$ cat src/rtl/fracn_divider.sv
module fracn_divider #(
  parameter int NW = 8,
  parameter int KW = 16
) (
  input  logic          clk,
  input  logic          rst,
  input  logic [NW-1:0] div_n,
  input  logic [KW-1:0] frac_m,
  output logic          fb_pulse,
  output logic          mod_sel,
  output logic [KW-1:0] residue
);

  logic [NW-1:0] n_q;
  logic [NW-1:0] cnt;
  logic          in_sw;
  logic          main_end;
  logic [KW:0]   sum;

  assign main_end = (cnt == n_q - 1'b1);
  assign fb_pulse = mod_sel ? in_sw : main_end;
  assign sum      = {1'b0, residue} + {1'b0, frac_m};

  always_ff @(posedge clk) begin
    if (rst) begin
      n_q     <= div_n;
      cnt     <= '0;
      in_sw   <= 1'b0;
      mod_sel <= 1'b0;
      residue <= '0;
    end else if (fb_pulse) begin
      n_q     <= div_n;
      cnt     <= '0;
      in_sw   <= 1'b0;
      mod_sel <= sum[KW];
      residue <= sum[KW-1:0];
    end else if (main_end) begin
      in_sw   <= 1'b1;
    end else begin
      cnt     <= cnt + 1'b1;
    end
  end

endmodule


$ cat config.mk
export PLATFORM = sky130hd
export DESIGN_NAME = fracn_divider
export DESIGN_NICKNAME = d
export VERILOG_FILES = /design/src/rtl/fracn_divider.sv
export SDC_FILE = /design/constraint.sdc
export NUM_CORES = 1
export LEC_CHECK = 0
export BUFFER_PORTS_ARGS = -buffer_cell sky130_fd_sc_hd__buf_2
export CAP_MARGIN = 5
export CELL_PAD_IN_SITES_DETAIL_PLACEMENT = 0
export CELL_PAD_IN_SITES_GLOBAL_PLACEMENT = 1
export CORE_ASPECT_RATIO = 1.25
export CORE_UTILIZATION = 45
export DETAILED_ROUTE_END_ITERATION = 8
export HOLD_SLACK_MARGIN = 0.03
export PLACE_DENSITY = 0.88
export SETUP_SLACK_MARGIN = 0.1
export SYNTH_ARGS = -nofsm -noshare
export SYNTH_HDL_FRONTEND = slang
export SYNTH_SLANG_ARGS = --single-unit
$ cat constraint.sdc
create_clock -name clk -period 6.5 [get_ports clk]
set_input_delay 0.975 -clock clk [delete_from_list [all_inputs] [get_ports clk]]
set_output_delay 0.975 -clock clk [all_outputs]
set_load 0.02 [all_outputs]
==> impl_metrics.ini, run 1 <==
[routing]
drtIter0Drc = 120
route.detailed.drc = 0
ant_nets = 0
via_per_inst = 5.68
dr.pass1.iters = 4
vias = 2125
drt-total-wl_mm = 5.44
wire_per_inst_um = 14.5

[setup_path]
reg2reg_slack_ns = 3.59
r2r_cells = 8
cp-start-kind = register
endpoint_kind = primary output
timing.rr.end = cnt[3]$_SDFFE_PP0N_
crit_fanout = 18
r2r-start = n_q[0]$_DFFE_PP_
cp.arrival_ns = 2.87
crit_type = reg2out
crit_required_ns = 5.52

[sta]
min_period_ns = 3.85
slew_headroom_pct = 45.5
grt_setup_unrepaired = no
fmax_mhz = 260
hold_violations = 0
holdWs_ns = 0.469
tightest_slew_ns = 0.817
finalCritPeriodShare_pct = 59.2
drv_slew = 0
final.setup.tns_ns = 0
skew_ns = 0.00420
setup_violations = 0

[cells_and_area]
antenna_cells = 0
final_cell_mix = 43 x buf_2, 27 x nand2_1, 26 x a21oi_1, 26 x dfxtp_1, 19 x nor2_1
area_growth_pct = 13.8
drive_gt1_share_pct = 20.8
nNetsFinal = 356
layout_commonest_cell = buf_2
fin_area_mm2 = 0.00271
final_util_pct = 53.3

[synthesis]
netlist_area_mm2 = 0.00238
synth_cell_type_count = 62
synthTopCellsByArea = dfxtp_1 22%, edfxtp_1 10%, ha_1 9.5%
ys.warnings.count = 0
synth_compound_gate_area_share_pct = 24.6
syn_nets = 313
synthAdderAreaFrac_pct = 10.3
synth_top_family_by_area = compound AO/OA/AOI/OAI gates
synth-edff-count = 8
syn_area_per_cell_um2 = 8.89
ys_ff_latch = 34
synthMuxAreaShare_pct = 1.26
async_flop_share_pct = 0
synth_xor_area_share_pct = 6.99
synth_cells = 268
yosys.area.top_type_share_pct = 21.8
synth_flop_cell = dfxtp_1
yosys.area_share.simple_pct = 21.3
ys_seq_area_share_pct = 31.9
synth_top_area_cell = dfxtp_1

[floorplan]
initial_utilization_pct = 46.9
die_area_mm2 = 0.00559
placementRows = 29
core_mm2 = 0.00508
fp.dieW_um = 67.1
io_pins = 44
die_h_um = 83.4

[outcome]
status = complete, no violations

[power_and_ir_drop]
power.density_mw_per_mm2 = 164
p_leak_nw = 1.15
peakVddDrop_v = 0.0000806

[cts]
clkSinkCount = 34
clk_latency_ns = 0.29
htreeDepth = 2
cts_resized = 0
clock-root-buffer = clkbuf_8
postCtsHoldBufs = 0
clk_pin_slew_ns = 0.07
cts_buffers = 5
cts_setup_buffers = 0
cts_tree = built
cts_buffer_depth = 2

[placed_design]
place_area_mm2 = 0.00263
port-buffer-count = 43
place_hpwl_mm = 4.11
place_congestion = 0.818

[worst_hold_path]
hold_path_startpoint = residue[3]$_SDFFE_PP0P_
holdCritPathClass = reg2reg
whs_endpoint = residue[3]$_SDFFE_PP0P_
whs_path_depth = 2

[global_routing]
grt_pass1_wl_mm = 9.31
antenna_found_initial = 0
grt_max_degree = 20
grt_remaining_overflow = 0
grt_pass1_vias = 2067
grt_use_total_pct = 21.4

[flow_run]
maxCapViolations = 0
==> flip-flops by register name, indices dropped and copies added (netlist names) <==
register and cells:
cnt 8, in_sw 1, mod_sel 1, n_q 8, residue 16
==> stage by stage <==
stage | power (mW) | worst slack (ns) | std cells
floorplan | 0.276 | 3.45 | 268
global placement | 0.294 | 2.99 | 366
detailed placement | 0.296 | 2.93 | 366
CTS | 0.451 | 2.61 | 374
global route | 0.469 | 2.42 | 374
finish | 0.445 | 2.65 | 374
==> power breakdown <==
part | leakage [nW] | switching [mW] | internal, mW | total (mW)
sequential | 0.288 | 0.00723 | 0.222 | 0.229
clock | 0.0450 | 0.0805 | 0.0743 | 0.155
combinational | 0.820 | 0.0355 | 0.0257 | 0.0612
total | 1.15 | 0.123 | 0.322 | 0.445
==> critical path, stage by stage (launching register included) <==
cell and delay [ns]:
edfxtp_1 0.45, inv_1 0.09, ha_1 0.26, xor2_1 0.16, nor2_1 0.09, o311ai_0 0.37
o31a_1 0.71, inv_4 0.23, buf_2 0.23
==> cell type report <==
| type | count | area [um2] |
|---|---|---|
| clock buffer | 6 | 72.6 |
| clock inverter | 2 | 10.0 |
| fill | 502 | 2370 |
| inverter | 10 | 40.0 |
| multi-input combinational | 217 | 1530 |
| sequential | 34 | 761 |
| tap | 62 | 77.6 |
| timing repair buffer | 43 | 215 |
==> synth_stat cells, types with 3 or more instances <==
master / count
nand2_1: 27
a21oi_1: 26
dfxtp_1: 26
nor2_1: 19
ha_1: 18
xor2_1: 12
o21ai_0: 11
inv_1: 9
edfxtp_1: 8
nand3_1: 8
o31ai_1: 8
xnor2_1: 7
a211oi_1: 6
nand2b_1: 6
nor3_1: 5
and3_1: 4
or4_1: 4
mux2i_1: 3
nand3b_1: 3
nor2b_1: 3
o21a_1: 3
==> per-layer routing <==
metal  vias up  routed length (um)  global-route usage (%)  share of wire (%)
li1       1081                   -                       -                  -
met1      1001                2330                    24.6                 43
met2        37                2880                    38.5                 53
met3         6                 155                    3.85                2.9
met4         0                  78                    6.58                1.4
met5         -                   0                       0                  0
==> how the worst max path moves through the flow <==
stage,depth (start not counted),to,startpoint
after floorplan,8,residue[10]$_SDFFE_PP0P_,frac_m[0]
after global placement,8,fb_pulse,n_q[0]$_DFFE_PP_
after detailed placement,8,fb_pulse,n_q[0]$_DFFE_PP_
after CTS,8,fb_pulse,n_q[0]$_DFFE_PP_
after global routing,8,fb_pulse,n_q[0]$_DFFE_PP_
final,8,fb_pulse,n_q[0]$_DFFE_PP_
==> kinds of logic after synthesis <==
group | count (synthesis)
and+or+nand+nor | 95
AOI/OAI and AO/OA | 81
DFF | 34
xor gates and xnor gates | 19
adders and majority gates | 19
buffers and inverters | 17
muxes | 3
Note: power is estimated with default switching activity, not from simulation.
==> run 2: changes to the inputs <==
--- a/config.mk
+++ b/config.mk
@@ -10,10 +10,10 @@
 export CELL_PAD_IN_SITES_DETAIL_PLACEMENT = 0
 export CELL_PAD_IN_SITES_GLOBAL_PLACEMENT = 1
 export CORE_ASPECT_RATIO = 1.25
-export CORE_UTILIZATION = 45
+export CORE_UTILIZATION = 42
 export DETAILED_ROUTE_END_ITERATION = 8
 export HOLD_SLACK_MARGIN = 0.03
-export PLACE_DENSITY = 0.88
+export PLACE_DENSITY = 0.83
 export SETUP_SLACK_MARGIN = 0.1
 export SYNTH_ARGS = -nofsm -noshare
 export SYNTH_HDL_FRONTEND = slang
==> constraint.sdc (replaced) <==
create_clock -name clk -period 3.9 [get_ports clk]
set_input_delay 0.585 -clock clk [delete_from_list [all_inputs] [get_ports clk]]
set_output_delay 0.585 -clock clk [all_outputs]
set_load 0.02 [all_outputs]
==> run 2 against run 1 <==
Effect of this change:
- via count down 1.8%
- cell count up 0.80%
- critical path depth unchanged
- setup slack worse by 1.9 ns
- flip-flop and latch count unchanged
- clock power up 64%
- register-to-register slack worse by 2.4 ns
- clock-buffer cell count unchanged
- non-clock buffer count up 1
- sequential share of layout area down 0.090 points
- clock skew about the same
- largest cell class unchanged
- highest routed layer unchanged
==> impl_metrics.ini, run 2 (synthesized netlist as in run 1, its figures left out) <==
[power_and_ir_drop]
power.density_mw_per_mm2 = 271
p_leak_nw = 1.16
peakVddDrop_v = 0.000115

[floorplan]
fp.dieW_um = 69.4
placementRows = 30
io_pins = 44
die_area_mm2 = 0.00598
initial_utilization_pct = 43.8
core_mm2 = 0.00544
die_h_um = 86.2

[routing]
via_per_inst = 5.53
vias = 2086
dr.pass1.iters = 4
drt-total-wl_mm = 5.33
drtIter0Drc = 54
ant_nets = 0
wire_per_inst_um = 14.1
route.detailed.drc = 0

[cts]
cts_tree = built
cts_resized = 0
clk_latency_ns = 0.28
clk_pin_slew_ns = 0.07
postCtsHoldBufs = 0
cts_setup_buffers = 0
cts_buffer_depth = 2
cts_buffers = 5
htreeDepth = 2
clkSinkCount = 34
clock-root-buffer = clkbuf_8

[global_routing]
grt_max_degree = 20
grt_use_total_pct = 18.5
grt_pass1_wl_mm = 8.98
grt_remaining_overflow = 0
grt_pass1_vias = 2021
antenna_found_initial = 0

[setup_path]
cp.arrival_ns = 2.53
endpoint_kind = primary output
r2r_cells = 8
crit_fanout = 18
crit_required_ns = 3.31
cp-start-kind = register
crit_type = reg2out

[sta]
skew_ns = 0.00470
hold_violations = 0
fmax_mhz = 321
slew_headroom_pct = 52.0
tightest_slew_ns = 0.701
final.setup.tns_ns = 0
setup_violations = 0
holdWs_ns = 0.470
finalCritPeriodShare_pct = 79.9
grt_setup_unrepaired = no
min_period_ns = 3.12
drv_slew = 0

[worst_hold_path]
holdCritPathClass = in2reg
whs_path_depth = 1

[flow_run]
maxCapViolations = 0

[placed_design]
place_hpwl_mm = 4.01
place_area_mm2 = 0.00264
port-buffer-count = 43
dp_cells = 369
place_congestion = 0.825

[cells_and_area]
largest_register_ffs = 16
area_growth_pct = 14.1
fin_area_mm2 = 0.00272
nNetsFinal = 357
largest_register = residue
fin_cells = 377
final_util_pct = 50.0
layout_commonest_cell = buf_2
regArea_um2 = 761
fillers = 523
drive_gt1_share_pct = 20.8
top_regs = residue x16, cnt x8, n_q x8
multi_input_area_mm2 = 0.00153
antenna_cells = 0
final_cell_mix = 43 x buf_2, 27 x nand2_1, 26 x a21oi_1, 26 x dfxtp_1, 19 x nor2_1

[outcome]
status = complete, no violations
## run 2: power breakdown
part,leakage [nW],total (mW),switching [mW],internal (mW)
logic,0.824,0.101,0.0577,0.0430
registers,0.288,0.382,0.0120,0.370
clock network,0.0426,0.254,0.131,0.123
total,1.16,0.737,0.201,0.536
## run 2: cell type report
class	instances	area share [%]
clock inverter	2	0.322
multi-input combinational	217	56.4
sequential	34	28.0
inverter	10	1.47
timing repair buffer	44	8.19
tap	64	2.95
clock buffer	6	2.67
## run 2: worst paths after layout
check	start	to	slack, ns
worst min-delay path	div_n[5]	n_q[5]$_DFFE_PP_	0.47
worst max register to register	n_q[0]$_DFFE_PP_	n_q[6]$_DFFE_PP_	1.18
worst min register to register	residue[4]$_SDFFE_PP0P_	residue[4]$_SDFFE_PP0P_	0.47
worst max-delay path	n_q[0]$_DFFE_PP_	fb_pulse	0.78
## run 2: routing by layer
metal	track usage, %	routed length [um]	share of wire [%]
met2	35.1	2800	52
met3	3.72	132	2.5
met5	0	0	0
met1	20.3	2320	44
met4	6.31	78	1.5
## run 2: critical path: stages (launching register included)
cell	delay [ns]
edfxtp_1	0.46
inv_1	0.09
ha_1	0.27
nand2_1	0.08
o31ai_1	0.40
o311ai_0	0.23
o31a_1	0.32
inv_4	0.19
buf_2	0.20
## run 2: metrics by stage
| step | worst slack [ns] | power (mW) |
|---|---|---|
| CTS | 0.748 | 0.747 |
| detailed placement | 0.879 | 0.491 |
| floorplan | 1.24 | 0.460 |
| global route | 0.578 | 0.777 |
| finish | 0.783 | 0.737 |
| global placement | 0.959 | 0.490 |
